--- src/rtl/pmc_pkg.sv ---
package pmc_pkg;
   typedef enum logic [2:0] {
      PM_RUN   = 3'd0,
      PM_IDLE  = 3'd1,
      PM_SLEEP = 3'd2,
      PM_WPOR  = 3'd3,
      PM_WOST  = 3'd4,
      PM_WLOCK = 3'd5,
      PM_WPWRT = 3'd6,
      PM_WHOLD = 3'd7
   } pm_state_e;

   typedef enum logic [1:0] {
      SRC_FAST = 2'd0,
      SRC_XTAL = 2'd1,
      SRC_PLL  = 2'd2,
      SRC_LP   = 2'd3
   } clk_src_e;
endpackage

--- src/rtl/pmc_delay_timer.sv ---
module pmc_delay_timer #(
   parameter int CNT_W = 4
) (
   input  logic             clk,
   input  logic             rst_n,
   input  logic             load,
   input  logic [CNT_W-1:0] load_val,
   output logic             done
);
   logic [CNT_W-1:0] cnt;

   always_ff @(posedge clk or negedge rst_n) begin
      if (!rst_n)            cnt <= '0;
      else if (load)         cnt <= load_val;
      else if (cnt != '0)    cnt <= cnt - 1'b1;
   end

   assign done = (cnt == '0);

   // counter never wraps: a nonzero value only ever steps down by one
   AST_TMR_STEP: assert property (@(posedge clk) disable iff (!rst_n)
      (!load && !done) |=> (cnt == $past(cnt) - 1'b1));
endmodule

--- src/rtl/pmc_wake_detect.sv ---
module pmc_wake_detect (
   input  logic in_sleep,
   input  logic in_idle,
   input  logic irq_wake,
   input  logic ext_rst,
   input  logic wdt_en,
   input  logic wdt_timeout,
   output logic wake_sleep,
   output logic wake_idle,
   output logic wake_wdt
);
   logic wdt_hit;
   assign wdt_hit    = wdt_en && wdt_timeout;
   assign wake_sleep = in_sleep && (irq_wake || ext_rst || wdt_hit);
   assign wake_idle  = in_idle && (irq_wake || ext_rst);
   assign wake_wdt   = in_sleep && wdt_hit;
endmodule

--- src/rtl/pmc_status.sv ---
module pmc_status (
   input  logic clk,
   input  logic rst_n,
   input  logic ext_rst,
   input  logic sleep_wake,
   input  logic wdt_wake,
   input  logic fail_evt,
   output logic slp_flag,
   output logic wdt_flag,
   output logic on_frc,
   output logic fail_trap
);
   always_ff @(posedge clk or negedge rst_n) begin
      if (!rst_n) begin
         slp_flag  <= 1'b0;
         wdt_flag  <= 1'b0;
         on_frc    <= 1'b0;
         fail_trap <= 1'b0;
      end else begin
         if (ext_rst || sleep_wake) slp_flag <= 1'b1;
         if (wdt_wake)              wdt_flag <= 1'b1;
         if (fail_evt)              on_frc   <= 1'b1;
         fail_trap <= fail_evt;
      end
   end

   AST_SLP_STICKY: assert property (@(posedge clk) disable iff (!rst_n)
      slp_flag |=> slp_flag);
   AST_WDT_STICKY: assert property (@(posedge clk) disable iff (!rst_n)
      wdt_flag |=> wdt_flag);
   AST_TRAP_PULSE: assert property (@(posedge clk) disable iff (!rst_n)
      fail_trap |=> !fail_trap);
   AST_TRAP_FRC: assert property (@(posedge clk) disable iff (!rst_n)
      fail_trap |-> on_frc);
endmodule

--- src/rtl/pmc_fsm.sv ---
module pmc_fsm
   import pmc_pkg::*;
#(
   parameter int T_POR  = 3,
   parameter int T_OST  = 5,
   parameter int T_LOCK = 4,
   parameter int T_PWRT = 6,
   parameter int CNT_W  = 4
) (
   input  logic             clk,
   input  logic             rst_n,
   input  logic             cmd_valid,
   input  logic             cmd_sleep,
   input  logic [1:0]       src_sel,
   input  logic             lp_hold,
   input  logic             wake_sleep,
   input  logic             wake_idle,
   input  logic             osc_ready,
   input  logic             pll_lock,
   input  logic             fscm_on,
   input  logic             on_frc,
   input  logic             tmr_done,
   output pm_state_e        cur,
   output clk_src_e         src_q,
   output logic             tmr_load,
   output logic [CNT_W-1:0] tmr_val,
   output logic             fail_evt
);
   pm_state_e nxt;
   logic      short_path;
   logic      ready_ok;

   assign short_path = on_frc || (src_q == SRC_FAST) ||
                       ((src_q == SRC_LP) && lp_hold);
   assign ready_ok   = osc_ready && ((src_q != SRC_PLL) || pll_lock);

   always_comb begin
      nxt      = cur;
      fail_evt = 1'b0;
      unique case (cur)
         PM_RUN:   if (cmd_valid) nxt = cmd_sleep ? PM_SLEEP : PM_IDLE;
         PM_IDLE:  if (wake_idle) nxt = PM_RUN;
         PM_SLEEP: if (wake_sleep) nxt = PM_WPOR;
         PM_WPOR:  if (tmr_done) nxt = short_path ? PM_RUN : PM_WOST;
         PM_WOST:  if (tmr_done) nxt = (src_q == SRC_PLL) ? PM_WLOCK : PM_WPWRT;
         PM_WLOCK: if (tmr_done) nxt = PM_WPWRT;
         PM_WPWRT: if (tmr_done) begin
            if (ready_ok)     nxt = PM_RUN;
            else if (fscm_on) begin
               nxt      = PM_RUN;
               fail_evt = 1'b1;
            end else          nxt = PM_WHOLD;
         end
         PM_WHOLD: if (ready_ok) nxt = PM_RUN;
         default:  nxt = PM_RUN;
      endcase
   end

   always_comb begin
      tmr_load = (nxt != cur);
      unique case (nxt)
         PM_WPOR:  tmr_val = CNT_W'(T_POR - 1);
         PM_WOST:  tmr_val = CNT_W'(T_OST - 1);
         PM_WLOCK: tmr_val = CNT_W'(T_LOCK - 1);
         PM_WPWRT: tmr_val = CNT_W'(T_PWRT - 1);
         default:  tmr_val = '0;
      endcase
   end

   always_ff @(posedge clk or negedge rst_n) begin
      if (!rst_n) begin
         cur   <= PM_RUN;
         src_q <= SRC_FAST;
      end else begin
         cur <= nxt;
         if (cur == PM_RUN && cmd_valid && cmd_sleep) src_q <= clk_src_e'(src_sel);
      end
   end

   AST_IDLE_WAKE: assert property (@(posedge clk) disable iff (!rst_n)
      (cur == PM_IDLE && wake_idle) |=> (cur == PM_RUN));
   AST_SLEEP_HOLD: assert property (@(posedge clk) disable iff (!rst_n)
      (cur == PM_SLEEP && !wake_sleep) |=> (cur == PM_SLEEP));
   AST_SHORT_PATH: assert property (@(posedge clk) disable iff (!rst_n)
      (cur == PM_WPOR && tmr_done && short_path) |=> (cur == PM_RUN));
   AST_PLL_LOCK_STAGE: assert property (@(posedge clk) disable iff (!rst_n)
      (cur == PM_WOST && tmr_done && src_q == SRC_PLL) |=> (cur == PM_WLOCK));
   AST_HOLD_WAIT: assert property (@(posedge clk) disable iff (!rst_n)
      (cur == PM_WHOLD && !ready_ok) |=> (cur == PM_WHOLD));
   AST_CMD_OUTSIDE_RUN: assert property (@(posedge clk) disable iff (!rst_n)
      (cur == PM_IDLE && !wake_idle) |=> (cur == PM_IDLE));
endmodule

--- src/rtl/pwr_mode_ctl.sv ---
module pwr_mode_ctl
   import pmc_pkg::*;
#(
   parameter int T_POR        = 3,
   parameter int T_OST        = 5,
   parameter int T_LOCK       = 4,
   parameter int T_PWRT       = 6,
   parameter bit HAS_FAILSAFE = 1'b1
) (
   input  logic       clk,
   input  logic       rst_n,
   input  logic       ext_rst,
   input  logic       cmd_valid,
   input  logic       cmd_sleep,
   input  logic [1:0] src_sel,
   input  logic       lp_hold,
   input  logic       irq_wake,
   input  logic       wdt_en,
   input  logic       wdt_timeout,
   input  logic       osc_ready,
   input  logic       pll_lock,
   input  logic       fscm_en,
   output logic       cpu_clk_en,
   output logic       per_clk_en,
   output logic       osc_en,
   output logic       lprc_en,
   output logic       slp_flag,
   output logic       wdt_flag,
   output logic       on_frc,
   output logic       fail_trap
);
   localparam int T_MAX_A = (T_POR > T_OST) ? T_POR : T_OST;
   localparam int T_MAX_B = (T_LOCK > T_PWRT) ? T_LOCK : T_PWRT;
   localparam int T_MAX   = (T_MAX_A > T_MAX_B) ? T_MAX_A : T_MAX_B;
   localparam int CNT_W   = $clog2(T_MAX + 1);

   if (T_POR < 1 || T_OST < 1 || T_LOCK < 1 || T_PWRT < 1) begin : g_bad_delay
      $error("pwr_mode_ctl: every delay parameter must be at least one cycle");
   end

   pm_state_e        cur;
   clk_src_e         src_q;
   logic             tmr_load, tmr_done, fail_evt, fscm_on;
   logic [CNT_W-1:0] tmr_val;
   logic             wake_sleep, wake_idle, wake_wdt;

   if (HAS_FAILSAFE) begin : g_fs
      assign fscm_on = fscm_en;
   end else begin : g_no_fs
      assign fscm_on = 1'b0;
   end

   pmc_wake_detect u_wake (
      .in_sleep   (cur == PM_SLEEP),
      .in_idle    (cur == PM_IDLE),
      .irq_wake   (irq_wake),
      .ext_rst    (ext_rst),
      .wdt_en     (wdt_en),
      .wdt_timeout(wdt_timeout),
      .wake_sleep (wake_sleep),
      .wake_idle  (wake_idle),
      .wake_wdt   (wake_wdt)
   );

   pmc_delay_timer #(.CNT_W(CNT_W)) u_tmr (
      .clk     (clk),
      .rst_n   (rst_n),
      .load    (tmr_load),
      .load_val(tmr_val),
      .done    (tmr_done)
   );

   pmc_fsm #(
      .T_POR(T_POR), .T_OST(T_OST), .T_LOCK(T_LOCK), .T_PWRT(T_PWRT), .CNT_W(CNT_W)
   ) u_fsm (
      .clk       (clk),
      .rst_n     (rst_n),
      .cmd_valid (cmd_valid),
      .cmd_sleep (cmd_sleep),
      .src_sel   (src_sel),
      .lp_hold   (lp_hold),
      .wake_sleep(wake_sleep),
      .wake_idle (wake_idle),
      .osc_ready (osc_ready),
      .pll_lock  (pll_lock),
      .fscm_on   (fscm_on),
      .on_frc    (on_frc),
      .tmr_done  (tmr_done),
      .cur       (cur),
      .src_q     (src_q),
      .tmr_load  (tmr_load),
      .tmr_val   (tmr_val),
      .fail_evt  (fail_evt)
   );

   pmc_status u_stat (
      .clk       (clk),
      .rst_n     (rst_n),
      .ext_rst   (ext_rst),
      .sleep_wake(wake_sleep),
      .wdt_wake  (wake_wdt),
      .fail_evt  (fail_evt),
      .slp_flag  (slp_flag),
      .wdt_flag  (wdt_flag),
      .on_frc    (on_frc),
      .fail_trap (fail_trap)
   );

   assign cpu_clk_en = (cur == PM_RUN);
   assign per_clk_en = (cur == PM_RUN) || (cur == PM_IDLE);
   assign osc_en     = (cur != PM_SLEEP) || ((src_q == SRC_LP) && lp_hold && !on_frc);
   assign lprc_en    = (cur != PM_SLEEP) || wdt_en;

   AST_SLEEP_GATED: assert property (@(posedge clk) disable iff (!rst_n)
      (cmd_valid && cmd_sleep && cpu_clk_en) |=> (!cpu_clk_en && !per_clk_en));
   AST_WDT_MASKED: assert property (@(posedge clk) disable iff (!rst_n)
      (!per_clk_en && !cpu_clk_en && lprc_en == 1'b0 && !irq_wake && !ext_rst)
      |=> !cpu_clk_en);
endmodule

--- config.mk ---
export PLATFORM = sky130hd
export DESIGN_NAME = pwr_mode_ctl
export DESIGN_NICKNAME = d
export VERILOG_FILES = /design/src/rtl/pmc_pkg.sv /design/src/rtl/pmc_delay_timer.sv /design/src/rtl/pmc_wake_detect.sv /design/src/rtl/pmc_status.sv /design/src/rtl/pmc_fsm.sv /design/src/rtl/pwr_mode_ctl.sv
export SDC_FILE = /design/constraint.sdc
export NUM_CORES = 1
export LEC_CHECK = 0
export ABC_AREA = 1
export BUFFER_PORTS_ARGS = -buffer_cell sky130_fd_sc_hd__buf_2
export CAP_MARGIN = 15
export CORE_ASPECT_RATIO = 1.1
export CORE_MARGIN = 10
export CORE_UTILIZATION = 57
export DETAILED_ROUTE_END_ITERATION = 8
export PLACE_DENSITY_LB_ADDON = 0.08
export SYNTH_ARGS = -nofsm -noshare
export SYNTH_HDL_FRONTEND = slang
export SYNTH_HIERARCHICAL = 1
export SYNTH_SLANG_ARGS = --single-unit
--- constraint.sdc ---
create_clock -name clk -period 4.41 [get_ports clk]
set_input_delay 0.882 -clock clk [delete_from_list [all_inputs] [get_ports clk]]
set_output_delay 0.882 -clock clk [all_outputs]
set_load 0.01 [all_outputs]
# Yosys cells after proc, flatten, opt, wreduce, memory -nomap -nowiden
# Cells that the tools add are included.
[op_classes]
reduce_logical = 24
mux = 21
n_lt_le_gt_ge = 0
n_shift = 0
bitwise_logic = 0
multipliers = 0
div_mod_pow = 0
add_sub_neg = 1
eq_ne = 16
[op_table]
columns = ["cell", "count"]
rows = [
  ["$mux 3", 13],
  ["$pmux 3 s8", 1],
  ["$eq 3x3->1 const B", 7],
  ["$pmux 3 s4", 1],
  ["$eq 3x2->1 const B", 3],
  ["$logic_and 1x1->1", 9],
  ["$logic_or 1x1->1", 9],
  ["$logic_not 3->1", 2],
  ["$eq 2x2->1 const B", 2],
  ["$mux 1", 4],
  ["$mux 2", 2],
  ["$eq 3x1->1 const B", 1],
  ["$ne 3x2->1 const B", 1],
  ["$ne 3x3->1", 1],
  ["$reduce_bool 3->1", 1],
  ["$sub 3x1->3 const B", 1],
  ["$logic_not 2->1", 1],
  ["$ne 2x2->1 const B", 1],
  ["$reduce_bool 2->1", 1],
  ["$logic_not 1->1", 1],
]
[word_totals]
n_memories = 0
mem_bits_ro = 0
in_bits = 14
ram_bits = 0
regBits = 12
latch_bits = 0

# Logic depth before layout (Yosys ltp)
[depth]
depth_word = 9
mapped_depth = 19

# Modules after synthesis
# The synthesis kept the hierarchy.
[by_module_without_submodules]
columns = ["module", "seq_area_each_um2", "area_each_um2", "cells_each", "n_inst"]
rows = [
  ["pmc_fsm", 125.1, 568.0, 95, 1],
  ["pmc_delay_timer", 75.1, 207.7, 32, 1],
  ["pmc_status", 100.1, 123.9, 9, 1],
  ["pwr_mode_ctl", 0.0, 75.1, 18, 1],
  ["pmc_wake_detect", 0.0, 25.0, 5, 1],
]

# Worst setup path after synthesis
# No wires, ideal clock.
[synth_timing]
kind = "input to register"
start = "in wdt_en"
end = "reg u_tmr.cnt[0]"
n_path_buf = 0
stages = 15
arrival_ps = 1935
path_slack_ps = 2359
cell_sequence = "nand3_1 > nand2_1 > nand3_1 > o21ai_1 > nand2_1 > nand2_1 > inv_1 > nand3_1 > nand3_1 > nand2_1 > nand2_1 > nand2_1 > o21ai_0 > nand2_1 > nand2_1"
[synth_rtl]
columns = ["element", "line_no", "text"]
rows = [
  ["start: declaration", "pwr_mode_ctl.sv:18", "input logic wdt_en,"],
  ["$logic_and 1x1->1 *", "pmc_wake_detect.sv:13", "assign wdt_hit = wdt_en && wdt_timeout;"],
  ["$logic_or 1x1->1 *", "pmc_wake_detect.sv:14", "assign wake_sleep = in_sleep && (irq_wake || ext_rst || wdt_hit);"],
  ["$logic_and 1x1->1 *", "pmc_wake_detect.sv:14", ""],
  ["named net wake_sleep", "pwr_mode_ctl.sv:45", "logic wake_sleep, wake_idle, wake_wdt;"],
  ["$mux 3 *", "pmc_fsm.sv:43", "PM_SLEEP: if (wake_sleep) nxt = PM_WPOR;"],
  ["$pmux 3 s8 *", "pmc_fsm.sv:40", "unique case (cur)"],
  ["$ne 3x3->1 *", "pmc_fsm.sv:60", "tmr_load = (nxt != cur);"],
  ["named net tmr_load", "pwr_mode_ctl.sv:43", "logic tmr_load, tmr_done, fail_evt, fscm_on;"],
  ["$mux 3 / $reduce_bool 2->1 (equally long branches)", "--", ""],
  ["end signal: assignment", "pmc_delay_timer.sv:14", "else if (load) cnt <= load_val;"],
  ["end signal: assignment", "pmc_delay_timer.sv:15", "else if (cnt != '0) cnt <= cnt - 1'b1;"],
  ["end: declaration", "pmc_delay_timer.sv:10", "logic [CNT_W-1:0] cnt;"],
]
# Mark *: on every way through the listed nets, which the timed path passes. The rest lies on a longest branch.
# A chain may end at the register's enable or synchronous reset.

# Worst setup path after layout
[layout_timing]
start = "reg u_tmr.cnt[0]"
end = "reg u_tmr.cnt[0]"
[layout_rtl]
columns = ["element", "line_no", "text"]
rows = [
  ["$logic_not 3->1 *", "pmc_delay_timer.sv:18", "assign done = (cnt == '0);"],
  ["named net tmr_done", "pwr_mode_ctl.sv:43", ""],
  ["$mux 3, on equally long branches", "--", ""],
  ["$pmux 3 s8 *", "pmc_fsm.sv:40", ""],
  ["$ne 3x3->1 *", "pmc_fsm.sv:60", ""],
  ["named net tmr_load", "pwr_mode_ctl.sv:43", ""],
  ["$mux 3 / $reduce_bool 2->1 (equally long branches)", "--", ""],
]
# Mark *: on every way through the listed nets, which the timed path passes. The rest lies on a longest branch. The select of a mux whose other input is x is not followed.

==> impl_metrics.toml <==
[detailed_routing]
ant_nets = 0
drt_iter0_drc = 40
drc = 0
routed_wirelength_um = 2330
vias = 1022
drt_pre_antenna_iters = 4
wl_per_cell_um = 11.7
viasPerCell = 5.11

[grt]
grt_antenna_before_repair = 0
grtUsageTotal = 0.128
overflow = 0
grt_pass1_vias = 990
grt_pass1_wl_um = 4010
grt_start_max_net_pins = 13

[setup_path]
cp_slowest_cell = "dfrtp_1"
crit_path_frequent_cell = "nand2_1"
cp_cell_sequence = "inv_1 > ha_1 > inv_1 > nor2_2 > inv_1 > nand4_1 > nand2_1 > a21oi_1 > nand2_1 > nand3_1 > nand2_1 > inv_1 > nand2_1 > nand2_1 > o21ai_0 > nand2_1 > nand2_1"
cp_data_arrival_time_ns = 2.61
path_max_fanout = 8
critPathKind = "reg -> reg"
slowest_delay_ns = 0.40
start_kind = "register"
cp.required_ns = 4.58
critPathCaptureType = "register"

[synth]
yosysTopAreaCell = "dfrtp_1"
synth_seq_cells = 12
synth_cells = 159
seq_area_frac_synth = 0.300
avgSynthCellArea_sq_um = 6.29
ys_types = 24
netlist_area_sq_um = 1000
yosysWarnings = 6
yosysTopAreaCellShare = 0.300
synthTopCellsByArea = "dfrtp_1, nand2_1, inv_1, nand3_1, nor2_1"
syn_nets = 175

[power]
p_leak_nw = 0.726
power.switching_w = 0.000445
power_w = 0.000841
sequentialPowerShare = 0.246
clockPowerShare = 0.109
max-vdd-ir-drop_mv = 0.388
internal-power_w = 0.000396
power_frac_comb = 0.645
switching_share = 0.529
powerDensity_nw_per_um2 = 731

[clock_tree]
tritoncts = "built"
postCtsSetupRepairBufs = 0
hold_buffers = 0
ctsHtreeMaxLevel = 1
worstSkewPairLatency_ns = 0.29
cts_made_buffers = 3
clockRootBuffer = "clkbuf_4"
cts.clk_slew.worst_paths_ns = 0.09
clockBufferDepth = 2
cts.sinks = 12
cts_resized = 0

[cells_and_area]
fin_area_sq_um = 1150
area_growth_pct = 15.1
layout-drive-gt1-share = 0.246
fin_nets = 200
diodes = 0

[worst_hold_path]
hold_path.class = "in -> async"

[floorplanning]
dieArea_sq_um = 3830
die_height_um = 63.9
fp.coreArea_sq_um = 1610
fp.dieW_um = 59.9
start_util = 0.619
ios = 22
rows = 15

[sta]
slew_headroom = 0.795
tightest_slew_ns = 0.308
rsz0062_at_grt = "no"
hold_ws_ns = 0.455
fmax_ghz = 0.409
period_share = 0.554
clock_skew_ns = 0.0120
slew_viol_final = 0
setup_viol = 0
tns_ns = 0
final-hold-violation-count = 0
finalCriticalPeriod_ns = 2.44

[place]
gp_congestion = 0.928
numPortBuffers = 21
placed_area_sq_um = 1110
dp_hpwl_um = 1880

[run]
maxCapViolCount = 0

[run_status]
status = "completed"
## power by group through the flow
| stage | Combinational [W] | Clock, W | Sequential, W |
|---|---|---|---|
| 3_3_place_gp | 0.000522 | 0 | 0.000207 |
| 6_report | 0.000543 | 0.0000920 | 0.000207 |
| 2_1_floorplan | 0.000424 | 0 | 0.000199 |
| 4_1_cts | 0.000541 | 0.0000939 | 0.000206 |
| 5_1_grt | 0.000622 | 0.0000986 | 0.000216 |
| 3_5_place_dp | 0.000537 | 0 | 0.000208 |
## cell families after synthesis
family	Yosys count	synth area share
muxes	1	0.0113
AOI/OAI and AO/OA	12	0.0688
DFF	12	0.300
adders and majority gates	2	0.0250
buffers and inverters	34	0.135
and+or+nand+nor	98	0.459
## worst paths after layout
path / slack [ns] / startpoint / cells past startpoint / endpoint
min: 0.46 / rst_n / 1 / u_fsm/cur[0]$_DFF_PN0_
max: 1.97 / u_tmr/cnt[0]$_DFFE_PN0P_ / 17 / u_tmr/cnt[0]$_DFFE_PN0P_
min reg2reg: 0.46 / u_stat/slp_flag$_DFFE_PN0P_ / 2 / u_stat/slp_flag$_DFFE_PN0P_
max reg2reg: 1.97 / u_tmr/cnt[0]$_DFFE_PN0P_ / 17 / u_tmr/cnt[0]$_DFFE_PN0P_
min in group clk: 0.46 / u_stat/slp_flag$_DFFE_PN0P_ / 2 / u_stat/slp_flag$_DFFE_PN0P_
max in group asynchronous: 3.72 / rst_n / 1 / u_tmr/cnt[0]$_DFFE_PN0P_
## stage by stage
stage               cells  worst slack (ns)   util
finish                200              1.97  0.713
floorplan             159              2.36      -
global route          200              1.69  0.713
global placement      196              2.06  0.691
detailed placement    196              2.01  0.691
CTS                   200              1.99  0.713
## metal layers
layer | up-vias | wire, um | global-route usage | part of all wire
met5 | - | 0 | 0 | 0
met2 | 35 | 1090 | 0.210 | 0.47
li1 | 537 | - | - | -
met3 | 7 | 215 | 0.0375 | 0.092
met1 | 443 | 977 | 0.142 | 0.42
met4 | 0 | 47 | 0.0730 | 0.020
## final cells by class
class	count	area (sq um)
multi-input cells	113	564
clock buffers	4	36.3
well taps	17	21.3
flip-flops and latches	12	300
fillers	147	463
inverters	33	124
repair buffers	21	105
## synth_stat cells
library cell / number
o21a_1: 1
nor2_1: 10
nand4_1: 2
nand2_2: 4
nand3_2: 1
a21boi_2: 1
nor2_2: 4
or2_2: 1
a21oi_1: 2
inv_1: 28
nor3_4: 1
o21ai_1: 2
ha_1: 2
nand2_1: 50
dfrtp_1: 12
or2_1: 2
nor3_1: 1
inv_2: 5
mux2_2: 1
nor2_4: 1
nand3_1: 20
buf_6: 1
o21ai_0: 6
nor3_2: 1
## cell usage in the layout, fill, tap and decap left out, types with 3 or more instances in the layout
cell type and instances:
nand2_1 50, inv_1 28, buf_2 21, nand3_1 20, dfrtp_1 12, nor2_1 10
o21ai_0 6, inv_2 5, nand2_2 4, nor2_2 4, clkbuf_4 3
## worst max-delay path: cells and delay by family (launching register included)
kind / cells / cell delay, ns
AND/OR/NAND/NOR: 10 / 1.07
flip-flops: 1 / 0.40
adder cells (fa/ha/maj): 1 / 0.20
buffers and inverters: 4 / 0.33
AO/OA/AOI/OAI: 2 / 0.32
## flip-flops by register name (all words and copies together), names as in the netlist
signal	count
u_fsm/src_q	2
u_stat/on_frc	1
u_stat/fail_trap	1
u_fsm/cur	3
u_stat/wdt_flag	1
u_stat/slp_flag	1
u_tmr/cnt	3
No activity file was read; power rests on OpenSTA's default activity.
